$ cat src/rtl/pingpong_in_pkg.sv
package pingpong_in_pkg;

  typedef enum logic [1:0] {
    TX_IDLE = 2'd0,
    TX_SEND = 2'd1,
    TX_WAIT = 2'd2
  } tx_state_t;

  // Stored packet length: requested count saturated to the bank size.
  function automatic int unsigned clamp_len(int unsigned req, int unsigned cap);
    return (req > cap) ? cap : req;
  endfunction

  // A bank belongs to the USB side while committed or awaiting its handshake.
  function automatic logic [1:0] lock_bits(logic [1:0] rdy, logic [1:0] infl);
    return rdy | infl;
  endfunction

endpackage

$ cat src/rtl/pingpong_bank_ram.sv
module pingpong_bank_ram #(
  parameter int DEPTH = 64,
  parameter int DW    = 8
) (
  input  logic                     clk,
  input  logic                     we,
  input  logic                     wbank,
  input  logic [$clog2(DEPTH)-1:0] waddr,
  input  logic [DW-1:0]            wdata,
  input  logic                     rbank,
  input  logic [$clog2(DEPTH)-1:0] raddr,
  output logic [DW-1:0]            rdata
);
  localparam int NBANK = 2;

  logic [DW-1:0] rd_b [NBANK];

  // Separate storage per bank: a write to one bank and a read from the other
  // in the same cycle use disjoint arrays.
  generate
    for (genvar b = 0; b < NBANK; b++) begin : g_bank
      logic [DW-1:0] mem [DEPTH];
      always_ff @(posedge clk) begin
        if (we && (wbank == 1'(b))) mem[waddr] <= wdata;
      end
      assign rd_b[b] = mem[raddr];
    end
  endgenerate

  assign rdata = rd_b[rbank];
endmodule

$ cat src/rtl/pingpong_flags.sv
module pingpong_flags
  import pingpong_in_pkg::*;
#(
  parameter int CW = 7
) (
  input  logic               clk,
  input  logic               rst_n,
  input  logic               commit_ok,
  input  logic               commit_bank,
  input  logic [CW-1:0]      commit_len,
  input  logic               take_evt,
  input  logic               ack_evt,
  input  logic               cur_bank,
  input  logic               bad_access,
  input  logic               clr_comp,
  input  logic               clr_err,
  output logic [1:0]         ready,
  output logic [1:0]         infl,
  output logic [1:0][CW-1:0] len_q,
  output logic               comp,
  output logic               err
);
  always_ff @(posedge clk) begin
    if (!rst_n) begin
      ready <= '0;
      infl  <= '0;
      len_q <= '0;
      comp  <= 1'b0;
      err   <= 1'b0;
    end else begin
      for (int b = 0; b < 2; b++) begin
        if (commit_ok && (commit_bank == 1'(b))) begin
          ready[b] <= 1'b1;
          len_q[b] <= commit_len;
        end else if (take_evt && (cur_bank == 1'(b))) begin
          ready[b] <= 1'b0;
        end
        if (take_evt && (cur_bank == 1'(b)))     infl[b] <= 1'b1;
        else if (ack_evt && (cur_bank == 1'(b))) infl[b] <= 1'b0;
      end
      // Hardware set has priority over the firmware clear.
      if (ack_evt)       comp <= 1'b1;
      else if (clr_comp) comp <= 1'b0;
      if (bad_access)    err  <= 1'b1;
      else if (clr_err)  err  <= 1'b0;
    end
  end
endmodule

$ cat src/rtl/pingpong_tx_seq.sv
module pingpong_tx_seq
  import pingpong_in_pkg::*;
#(
  parameter int CW = 7,
  parameter int AW = 6
) (
  input  logic          clk,
  input  logic          rst_n,
  input  logic          tok,
  input  logic          rd,
  input  logic          ack,
  input  logic          tmo,
  input  logic          has_data,
  input  logic [CW-1:0] cur_len,
  output logic          nb,
  output logic [AW-1:0] rd_addr,
  output logic          sending,
  output logic          nak,
  output logic          avail,
  output logic          eop,
  output logic          take_evt,
  output logic          ack_evt
);
  tx_state_t     state;
  logic [CW-1:0] cnt;

  assign take_evt = (state == TX_IDLE) && tok && has_data;
  assign ack_evt  = (state == TX_WAIT) && ack;
  assign sending  = (state == TX_SEND);
  assign eop      = sending && (cnt == cur_len);
  assign avail    = sending && (cnt < cur_len);
  assign rd_addr  = cnt[AW-1:0];

  always_ff @(posedge clk) begin
    if (!rst_n) begin
      state <= TX_IDLE;
      cnt   <= '0;
      nb    <= 1'b0;
      nak   <= 1'b0;
    end else begin
      nak <= 1'b0;
      unique case (state)
        TX_IDLE: begin
          if (tok) begin
            if (has_data) begin
              state <= TX_SEND;
              cnt   <= '0;
            end else begin
              nak <= 1'b1;
            end
          end
        end
        TX_SEND: begin
          if (cnt == cur_len) state <= TX_WAIT;
          else if (rd)        cnt   <= cnt + 1'b1;
        end
        TX_WAIT: begin
          if (ack) begin
            state <= TX_IDLE;
            nb    <= ~nb;
          end else if (tmo) begin
            state <= TX_IDLE;
          end
        end
        default: state <= TX_IDLE;
      endcase
    end
  end
endmodule

$ cat src/rtl/pingpong_in_ep.sv
module pingpong_in_ep
  import pingpong_in_pkg::*;
#(
  parameter int MAX_PKT = 64,
  parameter int DW      = 8,
  localparam int AW     = $clog2(MAX_PKT),
  localparam int CW     = $clog2(MAX_PKT + 1)
) (
  input  logic          clk,
  input  logic          rst_n,
  input  logic          fw_wr_en,
  input  logic          fw_wr_bank,
  input  logic [AW-1:0] fw_wr_addr,
  input  logic [DW-1:0] fw_wr_data,
  input  logic          fw_commit,
  input  logic          fw_commit_bank,
  input  logic [CW-1:0] fw_commit_len,
  input  logic          fw_clr_comp,
  input  logic          fw_clr_err,
  output logic [1:0]    fw_ready,
  output logic [1:0]    fw_lock,
  output logic          fw_tx_comp,
  output logic          fw_irq,
  output logic          fw_err,
  output logic          fw_next_bank,
  input  logic          usb_in_tok,
  input  logic          usb_rd,
  input  logic          usb_ack,
  input  logic          usb_timeout,
  output logic          usb_nak,
  output logic          usb_sending,
  output logic [DW-1:0] usb_data,
  output logic          usb_avail,
  output logic          usb_eop
);
  logic [1:0]         infl;
  logic [1:0][CW-1:0] len_q;
  logic [AW-1:0]      rd_addr;
  logic               take_evt, ack_evt;
  logic               wr_blocked, cm_blocked, wr_ok, cm_ok;
  logic [CW-1:0]      cm_len;

  assign fw_lock    = lock_bits(fw_ready, infl);
  assign wr_blocked = fw_wr_en  && fw_lock[fw_wr_bank];
  assign cm_blocked = fw_commit && fw_lock[fw_commit_bank];
  assign wr_ok      = fw_wr_en  && !fw_lock[fw_wr_bank];
  assign cm_ok      = fw_commit && !fw_lock[fw_commit_bank];
  assign cm_len     = CW'(clamp_len(int'(fw_commit_len), MAX_PKT));
  assign fw_irq     = fw_tx_comp;

  pingpong_bank_ram #(.DEPTH(MAX_PKT), .DW(DW)) u_ram (
    .clk   (clk),
    .we    (wr_ok),
    .wbank (fw_wr_bank),
    .waddr (fw_wr_addr),
    .wdata (fw_wr_data),
    .rbank (fw_next_bank),
    .raddr (rd_addr),
    .rdata (usb_data)
  );

  pingpong_flags #(.CW(CW)) u_flags (
    .clk         (clk),
    .rst_n       (rst_n),
    .commit_ok   (cm_ok),
    .commit_bank (fw_commit_bank),
    .commit_len  (cm_len),
    .take_evt    (take_evt),
    .ack_evt     (ack_evt),
    .cur_bank    (fw_next_bank),
    .bad_access  (wr_blocked || cm_blocked),
    .clr_comp    (fw_clr_comp),
    .clr_err     (fw_clr_err),
    .ready       (fw_ready),
    .infl        (infl),
    .len_q       (len_q),
    .comp        (fw_tx_comp),
    .err         (fw_err)
  );

  pingpong_tx_seq #(.CW(CW), .AW(AW)) u_seq (
    .clk      (clk),
    .rst_n    (rst_n),
    .tok      (usb_in_tok),
    .rd       (usb_rd),
    .ack      (usb_ack),
    .tmo      (usb_timeout),
    .has_data (fw_lock[fw_next_bank]),
    .cur_len  (len_q[fw_next_bank]),
    .nb       (fw_next_bank),
    .rd_addr  (rd_addr),
    .sending  (usb_sending),
    .nak      (usb_nak),
    .avail    (usb_avail),
    .eop      (usb_eop),
    .take_evt (take_evt),
    .ack_evt  (ack_evt)
  );
endmodule

$ cat config.mk
export PLATFORM = sky130hd
export DESIGN_NAME = pingpong_in_ep
export DESIGN_NICKNAME = d
export VERILOG_FILES = /design/src/rtl/pingpong_in_pkg.sv /design/src/rtl/pingpong_bank_ram.sv /design/src/rtl/pingpong_flags.sv /design/src/rtl/pingpong_tx_seq.sv /design/src/rtl/pingpong_in_ep.sv
export SDC_FILE = /design/constraint.sdc
export NUM_CORES = 1
export LEC_CHECK = 0
export BUFFER_PORTS_ARGS = -buffer_cell sky130_fd_sc_hd__buf_2
export CAP_MARGIN = 20
export CORE_ASPECT_RATIO = 1.75
export CORE_UTILIZATION = 40
export CTS_BUF_LIST = sky130_fd_sc_hd__clkbuf_8
export DETAILED_ROUTE_END_ITERATION = 10
export GPL_TIMING_DRIVEN = 0
export HOLD_SLACK_MARGIN = 0.08
export PLACE_DENSITY_LB_ADDON = 0.08
export RECOVER_POWER = 50
export SLEW_MARGIN = 20
export SYNTH_ARGS = -nofsm -noshare
export SYNTH_HDL_FRONTEND = slang
export SYNTH_SLANG_ARGS = --single-unit
$ cat constraint.sdc
create_clock -name clk -period 4.32 [get_ports clk]
set_input_delay 0.432 -clock clk [delete_from_list [all_inputs] [get_ports clk]]
set_output_delay 0.432 -clock clk [all_outputs]
set_load 0.02 [all_outputs]
### Word-level counts from Yosys, hierarchy flattened

Memory sizes are Yosys's and may differ from the RTL's. A register that Yosys moved wholly into a read port is not among the register bits.
Cells that the tools add are included.
W data, S select, Z words.

* add/subtract/negate cells: 1
* $lt $le $gt $ge: 6
* equality and inequality tests: 9
* mux-type cells: 44
* bitwise gates (word level): 5
* reduce and logical (&&, ||, !) cells: 32

Operators by type and width (count)
* $mux W7: 7
* $mux W6: 4
* $mux W8: 3
* $mux W1: 23
* $logic_and A1 B1 Y1: 17
* $pmux W7 S2: 1
* $reduce_bool A2 Y1: 7
* $mux W2: 5
* $ne A2 B2 Y1 const B: 4
* $add A7 B1 Y7 const B: 1
* $eq A7 B7 Y1: 1
* $gt A7 B7 Y1 const B: 1
* $lt A7 B7 Y1: 1
* $lt A1 B2 Y1 const B: 3
* $pmux W2 S3: 1
* $reduce_and A5 Y1: 1
* $reduce_and A4 Y1: 1
* $ne A3 B3 Y1 const B: 1
* $not A1 Y1: 3
* $reduce_and A3 Y1: 1
* $eq A2 B1 Y1 const B: 1
* $eq A2 B2 Y1 const B: 1
* $ge A2 B2 Y1 const B: 1
* $logic_not A1 Y1: 2
* 6 further kinds: 6

* bits in registers: 31
* RAM bits: 1024
* bits of input ports: 33
* output and inout port bits: 20
* word-level logic and storage cells: 111
* memories kept: 2

Memories
* u_ram.g_bank[0].mem: words 64, bits a word 8, rd ports 1, clocked after memory_dff 1, wr ports 1, RTL line pingpong_bank_ram.sv:22 `logic [DW-1:0] mem [DEPTH];`
* u_ram.g_bank[1].mem: words 64, bits a word 8, rd ports 1, clocked after memory_dff 1, wr ports 1, RTL line pingpong_bank_ram.sv:22

### Longest topological paths before layout

* depth after elaboration: 8
* mapped depth: 10
* gate-level depth less buffers: 8

### Hierarchy

A second synthesis with hierarchy kept.

* cells, all modules: 1834
* area, all modules: 41350.9 sq um

By module, submodules not included
* pingpong_bank_ram: times used 1, cells an instance 1634, area each 39542.9 sq um, seq. area each 30749.5 sq um
* pingpong_tx_seq: times used 1, cells an instance 95, area each 802.0 sq um, seq. area each 220.2 sq um
* pingpong_flags: times used 1, cells an instance 77, area each 773.2 sq um, seq. area each 400.4 sq um
* pingpong_in_ep: times used 1, cells an instance 28, area each 232.7 sq um, seq. area each 0.0 sq um

### Least setup slack after synthesis

Ideal clock, no wire load.

* path kind: reg-to-output
* start: register u_seq.nb
* end: output port usb_avail
* arrival: 3248 ps
* required time: 3888 ps
* path slack: 640 ps
* cell stages (with the launch flop): 11
* path buffers: 2
* cells stage by stage: dfxtp_1 -> buf_2 -> buf_1 -> mux2i_1 -> ha_1 -> nor2b_1 -> o21a_1 -> o21a_1 -> o21ai_0 -> a21oi_1 -> a2111oi_0

* cells in the longest elaborated chain, start to end: 4

Ends and longest elaborated chain
* from (decl): RTL line pingpong_tx_seq.sv:15 `output logic nb,`
* from (signal assigned): RTL line pingpong_tx_seq.sv:60 `nb <= ~nb;`
* $mux W7 (implied by the code) (2 in a row): RTL line pingpong_in_ep.sv:89 `.cur_len (len_q[fw_next_bank]),`
* $lt A7 B7 Y1: RTL line pingpong_tx_seq.sv:31 `assign avail = sending && (cnt < cur_len);`
* $logic_and A1 B1 Y1: RTL line pingpong_tx_seq.sv:31
* to (decl): RTL line pingpong_in_ep.sv:33 `output logic usb_avail,`

Every way passes these cells. The select of a mux whose other input is x is not followed.

==> run metrics <==
period utilization 102%; 1st-iter DRT viols 1643; WL final 124000 um; Top Ports 53; failing checks capacitance limit, slew limit, setup timing; CP delay by family, top simple AND/OR/NAND/NOR gates; vias in the first global route 24100; VDD IR-drop max 0.302 mV; clock root buffer clkbuf_8; gr usage total 23.4%; CP cell instances buf_6, nand4bb_2, clkbuf_4, o22ai_1, nor4_2, nand4_1, nand4_1, buf_2; GP Congestion 0.959; Die Span Y 432 um; placed wire-length estimate 86700 um; Reg2Reg Depth 6; wl on met1 45600 um; Setup TNS -0.0790 ns; Vias 22800; clk sinks 1061; Port-buffer cells 48; crit path capture type output pin; layout cell share with drive strength beyond 1 20.8%; setup ws final -0.0770 ns; Clock Tree Buf Depth 3; CTS clk-pin slew, worst paths 0.06 ns; Die Area 0.107 mm2; first-pass GRT wire length 172000 um; hold depth 4; core area 0.105 mm2; cells after synthesis 2452; RSZ-0062 raised after global routing true; Startpoint Class register; switching power 4.10 mW; Reg area 0.0315 mm2; leak pwr 14.5 nW; Max Cap Violations 16; Primary FF master, synth edfxtp_1; DIE WIDTH 248 um; Power Density 399 mW/mm2; Seq/Total Area, Yosys 74.5%; Fin Clk Skew 0.0180 ns; reg-to-reg setup timing slack 1.09 ns; Worst Setup Slack post-DPL -0.0790 ns; Synth Area per Inst 17.2 um2; Final Hold Viols 0; WP data required 3.89 ns; initial antenna violation count 2; Logic pwr share 2.3%; R2R Path Start u_flags.ready[0]; ys async rst share 0%; Sw Share 21.6%; number of vias per cell 5.47; f_max 0.227 GHz; DR WL/cell 29.8 um; worst hold path class in -> reg; Seq cells post-synth 1061; Synth cell types 57; critical path's largest stage delay 0.56 ns; WP buf/inv 3; fin crit period 4.40 ns; layout net count 2740; Num CTS Buffers 153; largest net degree at the start of global routing 91; Routed Antenna Nets 0; clock power share 38.1%; gr ovfl total 0; WHS Endpoint u_seq.nb; most frequent CP cell nand4_1; top sig layer met5; FF-to-FF End u_flags.len_q[4]; Fillers 9162; final setup vio count 3; Slew @ Worst Pin 2.55 ns; number of enable flip-flop cells after synthesis 1024; Yosys Warn Count 0; Pins Over Slew Limit 1048; H-tree Lvls 4; worst skew pair latency 0.83 ns; CTS tree yes; part of the power in registers 59.6%; status finished, violations left; initial core utilization 40.3%; slowest CP cell nand4_1; multi-input logic area 0.0102 mm2; kind of critical path reg -> out; Syn Nets 2493; P&R area growth vs syn 12.8%; internal power 14.9 mW; routed wl met2 67100 um; worst hold start usb_ack; row count 157; Slew headroom -70.2%; met3 wire len 5370 um; synthesized cell area 0.0422 mm2; CP Max Fanout 10; DRT Pass-1 Iters 7; crit path DAT 3.97 ns; DRC violations left 0
## tightest hold or removal path, cell delays in order
cell	delay (ns)
buf_2	0.10
nand3b_1	0.21
xnor2_1	0.10
and2_0	0.15
## stage by stage
stage | hold slack, ns | cell area (um2) | total power, mW | cells | utilization [%]
after global routing | 0.177 | 47700 | 19.6 | 4159 | 45.5
final | 0.210 | 47700 | 19.0 | 4159 | 45.5
after floorplan | 0.441 | 42200 | 11.7 | 2452 | -
after CTS | 0.128 | 47800 | 19.2 | 4158 | 45.7
after detailed placement | 0.459 | 44500 | 12.0 | 3860 | 42.5
after global placement | 0.453 | 44200 | 11.9 | 3851 | 42.2
## sequential cells by signal, summed over array words and instances, names as in the netlist, named ones only
register,count
u_flags.comp,1
u_flags.err,1
u_flags.infl,2
u_flags.len_q,14
u_flags.ready,2
u_ram.g_bank.mem,1024
u_seq.cnt,7
u_seq.nak,1
u_seq.nb,1
u_seq.state,2
## metal layers
metal	vias to the layer above	track usage (%)
met1	11700	25.9
li1	10200	-
met5	-	0
met3	193	4.10
met2	656	43.1
met4	2	10.2
## cell type report
class / count / share of cell area [%]
sequential: 1061 / 66.1
buffer: 139 / 1.90
clock inverter: 101 / 0.911
multi-input combinational: 1243 / 21.5
tap: 1351 / 3.55
antenna: 1 / 0.00525
inverter: 6 / 0.0473
timing repair buffer: 95 / 1.36
clock buffer: 162 / 4.68
## cells by family after synthesis
family,Yosys count,share of synthesized area (%)
buffers and inverters,148,2.01
DFF,1061,74.5
AOI/OAI and AO/OA,299,5.82
adders and majority gates,8,0.237
and+or+nand+nor,448,5.40
muxes,482,11.9
xor gates and xnor gates,6,0.124
## worst max-delay path by stage
stage          slack (ns)  cells past startpoint          end
5_1_grt             -0.04                      9  usb_data[2]
2_1_floorplan        0.64                     10    usb_avail
3_3_place_gp        -0.07                      9  usb_data[2]
6_report            -0.08                      8  usb_data[2]
4_1_cts             -0.02                      8  usb_data[2]
3_5_place_dp        -0.08                      9  usb_data[2]
## synthesized netlist by cell type (3+ instances only)
library cell / count / area share, %
nor4_1: 56 / 0.83
buf_1: 4 / 0.036
a221o_1: 4 / 0.095
clkbuf_1: 41 / 0.36
nand2_1: 71 / 0.63
a22oi_1: 36 / 0.64
buf_4: 40 / 0.71
nand3_1: 7 / 0.083
nand4_1: 43 / 0.64
dfxtp_1: 37 / 1.8
a211oi_1: 32 / 0.57
o22ai_1: 40 / 0.59
a21boi_0: 12 / 0.21
mux2i_1: 333 / 7.9
nor2b_1: 67 / 0.99
nand2b_1: 10 / 0.15
buf_6: 6 / 0.16
or3b_2: 3 / 0.062
o21ai_0: 5 / 0.059
a22o_1: 84 / 1.7
a211oi_2: 12 / 0.36
o2bb2ai_1: 28 / 0.58
mux2_2: 149 / 4.0
nor3_1: 9 / 0.11
o22ai_2: 20 / 0.59
buf_2: 48 / 0.57
ha_1: 8 / 0.24
and4_1: 7 / 0.15
inv_1: 6 / 0.053
a21oi_1: 16 / 0.19
nand3b_1: 4 / 0.071
xor2_1: 5 / 0.10
nor2_1: 154 / 1.4
edfxtp_1: 1024 / 73
## power groups by stage
stage | combinational (mW) | sequential [mW] | clock [mW]
after detailed placement | 0.440 | 11.5 | 0
after global placement | 0.397 | 11.6 | 0
after floorplan | 0.121 | 11.5 | 0
after global routing | 0.460 | 11.3 | 7.78
final | 0.432 | 11.3 | 7.24
after CTS | 0.466 | 11.3 | 7.42
## cell usage in the layout (no fill, tap or decap), drive strengths merged, types with 44 or more instances in the layout
| master | Yosys | routed |
|---|---|---|
| a211oi | 44 | 44 |
| a22o | 84 | 84 |
| buf | 101 | 135 |
| clkbuf | 41 | 228 |
| clkinv | 0 | 52 |
| edfxtp | 1024 | 1024 |
| inv | 6 | 53 |
| mux2 | 149 | 149 |
| mux2i | 333 | 333 |
| nand2 | 71 | 71 |
| nor2 | 154 | 154 |
| nor2b | 67 | 67 |
| nor4 | 56 | 56 |
| o22ai | 60 | 60 |
## what timing repair did
item                       4_1_cts  5_1_grt
gates resized for setup         77       19
setup endpoints to repair        9        9
hold endpoints to repair       365        0
buffers inserted                 5        0
hold buffers                    33        0
pin swaps                       18        7
No activity file was read; power rests on OpenSTA's default activity.
